**src/rtl/seq_mult_pkg.sv**
```systemverilog
package seq_mult_pkg;
  typedef enum logic [0:0] {
    SM_IDLE = 1'b0,
    SM_RUN  = 1'b1
  } seq_state_e;
endpackage

```
**src/rtl/seq_mult_rst_sync.sv**
```systemverilog
module seq_mult_rst_sync (
  input  logic clk,
  input  logic rst_n,
  output logic rst_sn
);
  logic [1:0] sync_q;

  always_ff @(posedge clk or negedge rst_n) begin
    if (!rst_n) sync_q <= 2'b00;
    else        sync_q <= {sync_q[0], 1'b1};
  end

  assign rst_sn = sync_q[1];
endmodule

```
**src/rtl/seq_mult_prep.sv**
```systemverilog
module seq_mult_prep #(
  parameter int WIDTH = 8
) (
  input  logic             signed_mode,
  input  logic [WIDTH-1:0] multiplicand,
  input  logic [WIDTH-1:0] multiplier,
  output logic [WIDTH:0]   mcand_ext,
  output logic [WIDTH-1:0] mplier_pos
);
  logic           flip;
  logic [WIDTH:0] mcand_wide;

  always_comb begin
    flip       = signed_mode & multiplier[WIDTH-1];
    mcand_wide = {signed_mode & multiplicand[WIDTH-1], multiplicand};
    mcand_ext  = flip ? (~mcand_wide + 1'b1) : mcand_wide;
    mplier_pos = flip ? (~multiplier + 1'b1) : multiplier;
  end
endmodule

```
**src/rtl/seq_mult_ctrl.sv**
```systemverilog
module seq_mult_ctrl
  import seq_mult_pkg::*;
#(
  parameter int WIDTH = 8
) (
  input  logic clk,
  input  logic rst_sn,
  input  logic start,
  output logic load,
  output logic step,
  output logic busy,
  output logic done
);
  localparam int CW = $clog2(WIDTH + 1);
  localparam logic [CW-1:0] LAST = CW'(WIDTH - 1);

  seq_state_e    state_q, state_d;
  logic [CW-1:0] cnt_q, cnt_d;
  logic          cnt_en;
  logic          done_q, done_d;
  logic          last;

  assign last = (cnt_q == LAST);

  always_comb begin
    state_d = state_q;
    cnt_d   = cnt_q;
    cnt_en  = 1'b0;
    done_d  = 1'b0;
    load    = 1'b0;
    step    = 1'b0;
    case (state_q)
      SM_IDLE: begin
        if (start) begin
          load    = 1'b1;
          state_d = SM_RUN;
          cnt_d   = '0;
          cnt_en  = 1'b1;
        end
      end
      SM_RUN: begin
        step   = 1'b1;
        cnt_d  = cnt_q + 1'b1;
        cnt_en = 1'b1;
        if (last) begin
          state_d = SM_IDLE;
          done_d  = 1'b1;
        end
      end
      default: state_d = SM_IDLE;
    endcase
  end

  always_ff @(posedge clk or negedge rst_sn) begin
    if (!rst_sn) begin
      state_q <= SM_IDLE;
      cnt_q   <= '0;
      done_q  <= 1'b0;
    end else begin
      state_q <= state_d;
      done_q  <= done_d;
      if (cnt_en) cnt_q <= cnt_d;
    end
  end

  assign busy = (state_q == SM_RUN);
  assign done = done_q;


  start_to_busy_chk: assert property (@(posedge clk) disable iff (!rst_sn)
    (start && !busy) |=> busy);


  done_pulse_chk: assert property (@(posedge clk) disable iff (!rst_sn)
    done |=> !done);


  done_after_run_chk: assert property (@(posedge clk) disable iff (!rst_sn)
    done |-> (!busy && $past(busy)));


  start_ignored_chk: assert property (@(posedge clk) disable iff (!rst_sn)
    (start && busy) |=> (done || cnt_q == $past(cnt_q) + 1'b1));
endmodule

```
**src/rtl/seq_mult_dp.sv**
```systemverilog
module seq_mult_dp #(
  parameter int WIDTH = 8
) (
  input  logic               clk,
  input  logic               rst_sn,
  input  logic               load,
  input  logic               step,
  input  logic               signed_mode,
  input  logic [WIDTH:0]     mcand_ext,
  input  logic [WIDTH-1:0]   mplier_pos,
  output logic [2*WIDTH-1:0] product
);
  logic             c_q, c_d;
  logic [WIDTH-1:0] a_q, a_d;
  logic [WIDTH-1:0] q_q, q_d;
  logic [WIDTH:0]   m_q, m_d;
  logic             sgn_q, sgn_d;
  logic             reg_en;
  logic [WIDTH:0]   addend;
  logic [WIDTH:0]   sum;

  always_comb begin
    addend = q_q[0] ? m_q : '0;
    sum    = {c_q, a_q} + addend;
    c_d    = c_q;
    a_d    = a_q;
    q_d    = q_q;
    m_d    = m_q;
    sgn_d  = sgn_q;
    reg_en = load | step;
    if (load) begin
      c_d   = 1'b0;
      a_d   = '0;
      q_d   = mplier_pos;
      m_d   = mcand_ext;
      sgn_d = signed_mode;
    end else if (step) begin
      c_d = sgn_q & sum[WIDTH];
      a_d = sum[WIDTH:1];
      q_d = {sum[0], q_q[WIDTH-1:1]};
    end
  end

  always_ff @(posedge clk or negedge rst_sn) begin
    if (!rst_sn) begin
      c_q   <= 1'b0;
      a_q   <= '0;
      q_q   <= '0;
      m_q   <= '0;
      sgn_q <= 1'b0;
    end else if (reg_en) begin
      c_q   <= c_d;
      a_q   <= a_d;
      q_q   <= q_d;
      m_q   <= m_d;
      sgn_q <= sgn_d;
    end
  end

  assign product = {a_q, q_q};
endmodule

```
**src/rtl/seq_mult.sv**
```systemverilog
module seq_mult #(
  parameter int WIDTH = 8
) (
  input  logic               clk,
  input  logic               rst_n,
  input  logic               start,
  input  logic               signed_mode,
  input  logic [WIDTH-1:0]   multiplicand,
  input  logic [WIDTH-1:0]   multiplier,
  output logic               busy,
  output logic               done,
  output logic [2*WIDTH-1:0] product
);
  logic             rst_sn;
  logic             load, step;
  logic [WIDTH:0]   mcand_ext;
  logic [WIDTH-1:0] mplier_pos;

  seq_mult_rst_sync u_rst (
    .clk    (clk),
    .rst_n  (rst_n),
    .rst_sn (rst_sn)
  );

  seq_mult_prep #(.WIDTH(WIDTH)) u_prep (
    .signed_mode  (signed_mode),
    .multiplicand (multiplicand),
    .multiplier   (multiplier),
    .mcand_ext    (mcand_ext),
    .mplier_pos   (mplier_pos)
  );

  seq_mult_ctrl #(.WIDTH(WIDTH)) u_ctrl (
    .clk    (clk),
    .rst_sn (rst_sn),
    .start  (start),
    .load   (load),
    .step   (step),
    .busy   (busy),
    .done   (done)
  );

  seq_mult_dp #(.WIDTH(WIDTH)) u_dp (
    .clk         (clk),
    .rst_sn      (rst_sn),
    .load        (load),
    .step        (step),
    .signed_mode (signed_mode),
    .mcand_ext   (mcand_ext),
    .mplier_pos  (mplier_pos),
    .product     (product)
  );


  idle_hold_chk: assert property (@(posedge clk) disable iff (!rst_sn)
    (!busy && !start) |=> $stable(product));
endmodule

```
**config.mk**
```make
export PLATFORM = sky130hd
export DESIGN_NAME = seq_mult
export DESIGN_NICKNAME = d
export VERILOG_FILES = /design/src/rtl/seq_mult_pkg.sv /design/src/rtl/seq_mult_rst_sync.sv /design/src/rtl/seq_mult_prep.sv /design/src/rtl/seq_mult_ctrl.sv /design/src/rtl/seq_mult_dp.sv /design/src/rtl/seq_mult.sv
export SDC_FILE = /design/constraint.sdc
export NUM_CORES = 1
export LEC_CHECK = 0
export ABC_AREA = 1
export BUFFER_PORTS_ARGS = -buffer_cell sky130_fd_sc_hd__buf_4
export CORE_MARGIN = 5
export CORE_UTILIZATION = 28
export DETAILED_ROUTE_END_ITERATION = 7
export PLACE_DENSITY_LB_ADDON = 0.12
export SLEW_MARGIN = 20
export SYNTH_ARGS = -nofsm -noshare
export SYNTH_HDL_FRONTEND = slang
export SYNTH_SLANG_ARGS = --single-unit
```
**constraint.sdc**
```tcl
create_clock -name clk -period 2.7 [get_ports clk]
set_input_delay 0.405 -clock clk [delete_from_list [all_inputs] [get_ports clk]]
set_output_delay 0.405 -clock clk [all_outputs]
set_load 0.01 [all_outputs]
```
==> results of run 1 <==
Yosys cell counts (all sizes together) (4+ instances only):
cell	n	area share
a21oi	12	0.029
a22oi	6	0.023
nand3	25	0.060
inv	40	0.073
nor2	15	0.031
ha	11	0.063
dfrtp	35	0.40
nand4	4	0.012
nand2	84	0.15
buf	8	0.032
o21ai	21	0.050
worst max path at each step:
stage               cells past startpoint                    start                   end  slack [ps]
detailed placement                     13  u_dp.q_q[0]$_DFFE_PN0P_  u_dp.c_q$_DFFE_PN0P_         750
floorplan                              14  u_dp.q_q[0]$_DFFE_PN0P_  u_dp.c_q$_DFFE_PN0P_         870
global route                           13  u_dp.q_q[0]$_DFFE_PN0P_  u_dp.c_q$_DFFE_PN0P_         450
global placement                       13  u_dp.q_q[0]$_DFFE_PN0P_  u_dp.c_q$_DFFE_PN0P_         820
CTS                                    13  u_dp.q_q[0]$_DFFE_PN0P_  u_dp.c_q$_DFFE_PN0P_         730
finish                                 13  u_dp.q_q[0]$_DFFE_PN0P_  u_dp.c_q$_DFFE_PN0P_         750
power by group:
part           switching (mW)  total [mW]  internal, mW
sequential              0.213       0.983         0.770
clock                   0.201       0.500         0.299
combinational           0.692        1.27         0.573
total                    1.11        2.75          1.64
per-layer routing:
| layer | vias up | part of all wire |
|---|---|---|
| met5 | - | 0 |
| met4 | 0 | 0.017 |
| met3 | 7 | 0.030 |
| met2 | 27 | 0.42 |
| met1 | 840 | 0.53 |
| li1 | 997 | - |
flip-flops by register name, summed over array words and instances, names as in the netlist:
name          count
u_dp.q_q          8
u_ctrl.cnt_q      4
u_dp.sgn_q        1
u_ctrl.done       1
u_dp.c_q          1
u_ctrl.busy       1
u_rst.sync_q      2
u_dp.a_q          8
u_dp.m_q          9
final cells by class:
| cell class | count | area (µm²) | area share |
|---|---|---|---|
| tap | 102 | 128 | 0.0481 |
| inverter | 40 | 158 | 0.0595 |
| sequential | 35 | 876 | 0.330 |
| multi-input combinational | 199 | 1070 | 0.403 |
| clock buffer | 6 | 82.6 | 0.0311 |
| timing repair buffer | 40 | 303 | 0.114 |
| clock inverter | 2 | 35.0 | 0.0132 |
per-stage QoR:
step           power (mW)  cell area (µm²)  cells  hold slack, ps
3_3_place_gp         2.27             2520    415             188
6_report             2.75             2650    424             275
5_1_grt              3.02             2650    424             335
4_1_cts              2.79             2650    424             301
3_5_place_dp         2.28             2520    415             189
2_1_floorplan        1.83             2170    282             109
cells by family (layout without fill, tap and decap cells):
kind of cell    after synthesis  count (layout)
compound gates               47              47
buf+inv                      48              88
simple gates                136             136
flops                        35              35
xor+xnor                      3               3
fa+ha+maj                    12              12
other cells                   1               1
==> out/qor.txt, run 1 <==
Final setup viols = 0
cts bufs inserted = 5
Fmax achieved = 514 MHz
VDD IR max = 0.210 mV
Synth Area in Adders = 0.0725
synthesized area = 2170 µm²
worst path cell trace = nand2_1 > inv_1 > ha_1 > inv_1 > fa_1 > inv_1 > nand2_1 > nand2_1 > nand3_1 > nand2_1 > nand2_1 > nand4_1 > nand2_1
post-synthesis xor/xnor area fraction = 0.0121
largest net degree at the start of global routing = 34
Final HPWL DP = 3910 µm
first-pass GRT wire length = 8970 µm
Global Route met1 Usage = 0.155
Top FF cell, synth = dfrtp_1
Synth Area in Simple Gates = 0.275
vias in the first global route = 1858
R2R Path Start = u_dp.q_q[0]$_DFFE_PN0P_
met2 Usage GRT = 0.180
unrepaired setup endpoints after global routing = false
Startpoint Class = flip-flop
Synth Area in Compound Gates = 0.131
row cnt = 32
Die Y = 98.1 µm
max-slew violations = 0
# Post-CTS Setup Buffers = 0
routed vias = 1871
endpoint class of the critical path = flip-flop
Worst Setup Path Type = flip-flop to flip-flop
fillers = 821
EDFF count, synth = 0
max-cap viol count = 0
final setup margin = 753 ps
Crit-path slowest cell = dfrtp_1
flop2flop setup slack = 750 ps
FF-to-FF End = u_dp.c_q$_DFFE_PN0P_
residual DRC count = 0
root buffer cell = clkbuf_8
Power Density = 1040 nW/µm²
clk slew on worst S/H paths = 80 ps
input/output buffers = 37
CP bufs+invs = 3
GR Overflow Total = 0
Final Core Density = 0.347
H-tree Lvls = 2
status = finished, final reports clean
setup slack at placement = 746 ps
#FFs+latches synth = 35
Netlist cell types = 38
critical path arrival = 2130 ps
most common cell after layout, fill and taps aside = nand2_1
number of antenna diodes = 0
Seq/Total Area, Yosys = 0.403
Ys Warns = 0
Mapped Cells = 282
layout cells sized above 1 = 0.183
fin crit period = 1950 ps
Final Wtd Congestion = 0.815
post-cts resize count = 0
Die ar. = 9620 µm²
gr usage total = 0.115
most frequent cells in the layout = nand2_1 (82), buf_4 (39), inv_1 (37)
most used cell, CP = nand2_1
Initial Util = 0.284
CTS Hold Bufs = 1
Die W = 98.1 µm
Hold Violations, Final = 0
core area = 7650 µm²
CTS max path bufs = 2
DR vias/cell = 4.41
M3 GR Usage = 0.0257
Post-DRT Antenna Nets = 0
crit path max fanout = 12
CP delay by family, top = simple AND/OR/NAND/NOR gates
initial DRC count = 52
initial antenna violation count = 0
final wirelength = 5140 µm
syn avg cell area = 7.71 µm²
clock skew = 9.64 ps
R2R cell count = 13
ratio of final minimum period to clock period = 0.721
Top Usage Layer GRT = met2
Critical Path Max Stage Delay = 520 ps
io pins = 38
CTS Sinks = 35
syn nets = 314
CTS tree = yes
fraction of synthesized area in multiplexers = 0
HP Class = flip-flop to async pin
Leak = 1.40 nW
Layout Nets = 353
Post-synth ARST share = 1.00
Layout area overhead = 22.0%
post-route setup TNS = 0 ps
DR pass1 iterations = 4
routed len/inst = 12.1 µm
WP data required = 2890 ps
clock insertion delay at the later pin of the skew report = 290 ps
largest family of logic cells by synthesized area = simple AND/OR/NAND/NOR gates
Note: power is estimated with default switching activity, not from simulation.
==> run 2, diff against run 1 <==
==> constraint.sdc (replaced) <==
create_clock -name clk -period 1.6 [get_ports clk]
set_input_delay 0.24 -clock clk [delete_from_list [all_inputs] [get_ports clk]]
set_output_delay 0.24 -clock clk [all_outputs]
set_load 0.01 [all_outputs]
==> run 2 against run 1 <==
  * The run now ends with setup timing left
  * Setup slack lost 780 ps
  * Core utilization grew 3.4 points
  * Clock-buffer cell count shrank 1
  * Non-clock buffer count grew 18
  * First-iteration DRC count grew 1.9%
  * Largest power group unchanged
  * Sequential share of layout area shrank 3.0 points
==> out/qor.txt, run 2 (same netlist as run 1, synthesis figures left out) <==
hold_ws = 213 ps
Initial Util = 0.284
first-pass GRT wire length = 9250 µm
largest net degree at the start of global routing = 34
hold path depth = 3
CTS Sinks = 35
fin crit period = 1630 ps
Post-DRT Antenna Nets = 0
most frequent cells in the layout = nand2_1 (76), buf_4 (57), dfrtp_1 (35)
Leak = 1.48 nW
status = finished with violations
clk slew on worst S/H paths = 80 ps
DR vias/cell = 4.35
worst path cell trace = nand2_1 > inv_2 > ha_4 > inv_2 > fa_2 > inv_2 > nand2_2 > nand2_2 > nand4_1 > nand2_1 > nand2_1 > nand3_1 > nand2_1
crit path max fanout = 3
Final Wtd Congestion = 0.787
CP delay by family, top = simple AND/OR/NAND/NOR gates
cts bufs inserted = 5
post-route cell area = 2910 µm²
Die ar. = 9620 µm²
endpoint class of the critical path = flip-flop
WP data required = 1790 ps
Critical Path Max Stage Delay = 370 ps
residual DRC count = 0
Layout Nets = 371
Power Density = 1800 nW/µm²
core area = 7650 µm²
CTS tree = yes
max-slew violations = 0
root buffer cell = clkbuf_8
Int Pwr = 3.18 mW
R2R Path Start = u_dp.q_q[0]$_DFFE_PN0P_
FF-to-FF End = u_dp.a_q[5]$_DFFE_PN0P_
Die Y = 98.1 µm
CTS max path bufs = 2
Comb pwr share = 0.532
non-filler cells, final = 442
clock skew = 11.2 ps
unrepaired setup endpoints after global routing = true
routed len/inst = 11.9 µm
HP Start = signed_mode
Power Total = 5.26 mW
Startpoint Class = flip-flop
HP Class = input port to flip-flop
max-cap viol count = 0
final setup margin = -27.2 ps
H-tree Lvls = 2
row cnt = 32
worst hold path endpoint = u_dp.sgn_q$_DFFE_PN0P_
gr usage total = 0.118
Die W = 98.1 µm
most used cell, CP = nand2_1
final wirelength = 5270 µm
Largest Register = u_dp.m_q
VDD IR max = 0.381 mV
flop2flop setup slack = -30 ps
Fmax achieved = 615 MHz
critical path arrival = 1810 ps
Sw Ratio = 0.395
flip-flop count of the largest register after layout = 9
layout cells sized above 1 = 0.300
DP Area = 2650 µm²
Crit-path slowest cell = dfrtp_1
initial antenna violation count = 0
CP bufs+invs = 3
most common cell after layout, fill and taps aside = nand2_1
Hold Violations, Final = 0
Seq pwr share = 0.313
GR Overflow Total = 0
Worst Setup Path Type = flip-flop to flip-flop
ratio of final minimum period to clock period = 1.02
number of antenna diodes = 0
failing checks = setup timing
input/output buffers = 37
Final HPWL DP = 3980 µm
Clock Power Share = 0.155
DR pass1 iterations = 4
vias in the first global route = 2009
Layout area overhead = 34.0%
R2R cell count = 13
clock insertion delay at the later pin of the skew report = 290 ps
NetSw = 2.07 mW
Final setup viols = 2
initial DRC count = 53
routed vias = 1923
io pins = 38
Inst Count DP = 431
Largest regs = u_dp.m_q (9), u_dp.a_q (8), u_dp.q_q (8)
-- run 2: cell types whose count changed in the layout (fill, tap and decap cells not counted), sizes merged --
| cell | change |
|---|---|
| buf | +18 |
| clkinv | +1 |
| clkbuf | -1 |
-- run 2: power by group through the flow --
stage | clock network [mW] | registers (mW) | logic [mW]
after global placement | 0 | 1.63 | 2.52
final | 0.814 | 1.64 | 2.80
after detailed placement | 0 | 1.62 | 2.54
after CTS | 0.834 | 1.63 | 2.68
after global routing | 0.869 | 1.72 | 3.23
after floorplan | 0 | 1.66 | 1.47
-- run 2: per-stage QoR --
step,TNS [ps],util,worst slack [ps]
6_report,-28.7,0.381,-27.2
5_1_grt,-1020,0.381,-191
4_1_cts,-217,0.371,-60.0
3_5_place_dp,-399,0.347,-85.1
3_3_place_gp,-313,0.347,-87.6
2_1_floorplan,-534,-,-142
-- run 2: final cells by class --
class                   count  area [µm²]
fillers                   814        4740
repair buffers             58         438
inverters                  40         158
multi-input cells         199        1200
flip-flops and latches     35         876
well taps                 102         128
clock buffers               5        68.8
clock inverters             3        43.8
-- run 2: timing repair --
| item | CTS | global route |
|---|---|---|
| buffers inserted | 2 | 0 |
| hold buffers | 1 | 0 |
| resized for setup | 6 | 14 |
| pin swaps | 2 | 3 |
| setup endpoints to repair | 7 | 8 |
| hold endpoints to repair | 2 | 0 |
-- run 2: how the worst max path moves through the flow --
stage	from	end	slack, ps	cells after the start
4_1_cts	u_dp.q_q[0]$_DFFE_PN0P_	u_dp.c_q$_DFFE_PN0P_	-60	13
3_3_place_gp	u_dp.q_q[0]$_DFFE_PN0P_	u_dp.a_q[7]$_DFFE_PN0P_	-90	10
2_1_floorplan	u_dp.q_q[0]$_DFFE_PN0P_	u_dp.c_q$_DFFE_PN0P_	-140	14
6_report	u_dp.q_q[0]$_DFFE_PN0P_	u_dp.a_q[5]$_DFFE_PN0P_	-30	13
5_1_grt	u_dp.m_q[0]$_DFFE_PN0P_	u_dp.a_q[5]$_DFFE_PN0P_	-190	13
3_5_place_dp	u_dp.q_q[0]$_DFFE_PN0P_	u_dp.c_q$_DFFE_PN0P_	-90	10
-- run 2: per-layer routing --
metal | global-route usage | wire (µm) | up-vias
li1 | - | - | 1030
met1 | 0.162 | 2700 | 856
met2 | 0.185 | 2350 | 32
met3 | 0.0250 | 136 | 5
met4 | 0.0383 | 79 | 0
met5 | 0 | 0 | -
-- run 2: worst reg2reg max path, cell delays in order (launching register included) --
cell     delay [ps]
dfrtp_1         370
nand2_1          70
inv_2            60
ha_4            120
inv_2            30
fa_2            320
inv_2            70
nand2_2          50
nand2_2          80
nand4_1         110
nand2_1          90
nand2_1          50
nand3_1          60
nand2_1          50
==> run 3, diff against run 2 <==
--- a/config.mk
+++ b/config.mk
@@ -7,6 +7,7 @@
 export LEC_CHECK = 0
 export ABC_AREA = 1
 export BUFFER_PORTS_ARGS = -buffer_cell sky130_fd_sc_hd__buf_4
+export CORE_ASPECT_RATIO = 0.9
 export CORE_MARGIN = 5
 export CORE_UTILIZATION = 28
 export DETAILED_ROUTE_END_ITERATION = 7
==> run 3 against run 2 <==
  * The run still ends with setup timing left
  * Global-route usage increased by 0.15 points
  * Non-clock buffer count decreased by 1
  * Sequential power about the same
  * Core utilization decreased by 0.18 points
  * Register-to-register slack got worse by 30 ps
  * Sequential cell count unchanged
  * Via count unchanged
  * Clock-buffer cell count increased by 2
  * Combinational power decreased by 2%
  * Largest cell class unchanged
  * Largest power group unchanged
  * Highest routed layer unchanged
==> out/qor.txt, run 3 (same netlist as run 1, synthesis figures left out) <==
status = finished with violations
failing checks = setup timing
HP Class = input port to flip-flop
GR Overflow Total = 0
Sw Ratio = 0.404
non-filler cells, final = 435
clock skew = 2.64 ps
most frequent cells in the layout = nand2_1 (77), buf_4 (55), dfrtp_1 (35)
residual DRC count = 0
routed vias = 1923
initial DRC count = 56
Clock Power Share = 0.139
Power Density = 1780 nW/µm²
routed len/inst = 12.2 µm
Die W = 103 µm
max-slew violations = 0
critical path arrival = 1850 ps
ratio of final minimum period to clock period = 1.04
number of antenna diodes = 0
post-route setup TNS = -217 ps
unrepaired setup endpoints after global routing = true
vias in the first global route = 1931
Hold Violations, Final = 0
Post-DRT Antenna Nets = 0
Worst Setup Path Type = flip-flop to flip-flop
initial antenna violation count = 0
VDD IR max = 0.425 mV
fillers = 796
first-pass GRT wire length = 9050 µm
Inst Count DP = 423
Layout area overhead = 31.5%
most common cell after layout, fill and taps aside = nand2_1
Die Y = 93.6 µm
core area = 7540 µm²
H-tree Lvls = 2
Largest regs = u_dp.m_q (9), u_dp.a_q (8), u_dp.q_q (8)
crit path max fanout = 3
final wirelength = 5300 µm
Int Pwr = 3.03 mW
Final Core Density = 0.379
largest net degree at the start of global routing = 34
clock insertion delay at the later pin of the skew report = 290 ps
clk slew on worst S/H paths = 80 ps
gr usage total = 0.120
Final setup viols = 5
input/output buffers = 37
WP data required = 1790 ps
Fmax achieved = 602 MHz
Initial Util = 0.288
flop2flop setup slack = -60 ps
R2R Path Start = u_dp.q_q[0]$_DFFE_PN0P_
NetSw = 2.05 mW
layout cells sized above 1 = 0.286
DR vias/cell = 4.42
Comb pwr share = 0.538
Final Wtd Congestion = 0.752
Power Total = 5.09 mW
Final HPWL DP = 4010 µm
fin crit period = 1660 ps
flip-flop count of the largest register after layout = 9
row cnt = 30
final setup margin = -59.8 ps
cts bufs inserted = 5
CTS max path bufs = 2
Leak = 1.47 nW
Layout Nets = 370
Startpoint Class = flip-flop
Largest Register = u_dp.m_q
Seq pwr share = 0.323
R2R cell count = 13
root buffer cell = clkbuf_8
FF-to-FF End = u_dp.a_q[5]$_DFFE_PN0P_
worst hold path endpoint = u_dp.sgn_q$_DFFE_PN0P_
DR pass1 iterations = 4
HP Start = signed_mode
CTS Sinks = 35
Die ar. = 9630 µm²
max-cap viol count = 0
hold path depth = 3
endpoint class of the critical path = flip-flop
io pins = 38
CTS tree = yes
run 3: power by group through the flow:
stage | Clock, mW | Sequential (mW) | Combinational, mW
floorplan | 0 | 1.66 | 1.47
global placement | 0 | 1.63 | 2.45
detailed placement | 0 | 1.63 | 2.48
CTS | 0.736 | 1.63 | 2.62
global route | 0.769 | 1.70 | 3.13
finish | 0.707 | 1.64 | 2.74
run 3: stage by stage:
| stage | hold WS [ps] | worst slack (ps) | area, µm² |
|---|---|---|---|
| floorplan | -55.6 | -142 | 2190 |
| global placement | 23.4 | -84.8 | 2630 |
| detailed placement | 24.2 | -111 | 2630 |
| CTS | 204 | -83.4 | 2800 |
| global route | 209 | -196 | 2860 |
| finish | 204 | -59.8 | 2860 |
run 3: layout make-up:
type                    count  area [µm²]  area share
repair buffers             57         434       0.152
multi-input cells         199        1180       0.411
clock inverters             1        8.76     0.00306
flip-flops and latches     35         876       0.306
inverters                  40         158      0.0551
well taps                  96         120      0.0420
clock buffers               7        86.3      0.0302
run 3: what timing repair did:
action	4_1_cts	5_1_grt
hold buffers	1	0
resized for setup	9	10
gates cloned	0	0
endpoints found under the setup margin	7	8
pin swaps	5	3
buffers inserted	2	1
endpoints found under the hold margin	2	0
run 3: critical path: stages, from the launching register on:
cell     delay (ps)
dfrtp_1         380
nand2_1          60
inv_1            50
ha_2            170
inv_2            40
fa_2            330
inv_2            60
nand2_2          50
nand2_2          70
nand4_1         100
nand2_1          70
nand2_1          50
nand3_1          60
nand2_1          50
run 3: how the worst max path moves through the flow:
stage	slack, ps	cells past startpoint	startpoint	end
after floorplan	-140	14	u_dp.q_q[0]$_DFFE_PN0P_	u_dp.c_q$_DFFE_PN0P_
after global placement	-80	11	u_dp.q_q[0]$_DFFE_PN0P_	u_dp.c_q$_DFFE_PN0P_
after detailed placement	-110	9	u_dp.q_q[0]$_DFFE_PN0P_	u_dp.c_q$_DFFE_PN0P_
after CTS	-80	13	u_dp.q_q[0]$_DFFE_PN0P_	u_dp.a_q[5]$_DFFE_PN0P_
after global routing	-200	13	u_dp.q_q[0]$_DFFE_PN0P_	u_dp.a_q[5]$_DFFE_PN0P_
final	-60	13	u_dp.q_q[0]$_DFFE_PN0P_	u_dp.a_q[5]$_DFFE_PN0P_
run 3: metal layers:
metal	GRT usage	vias up	part of all wire
li1	-	1028	-
met1	0.172	852	0.53
met2	0.172	36	0.41
met3	0.0283	7	0.038
met4	0.0431	0	0.016
met5	0	-	0
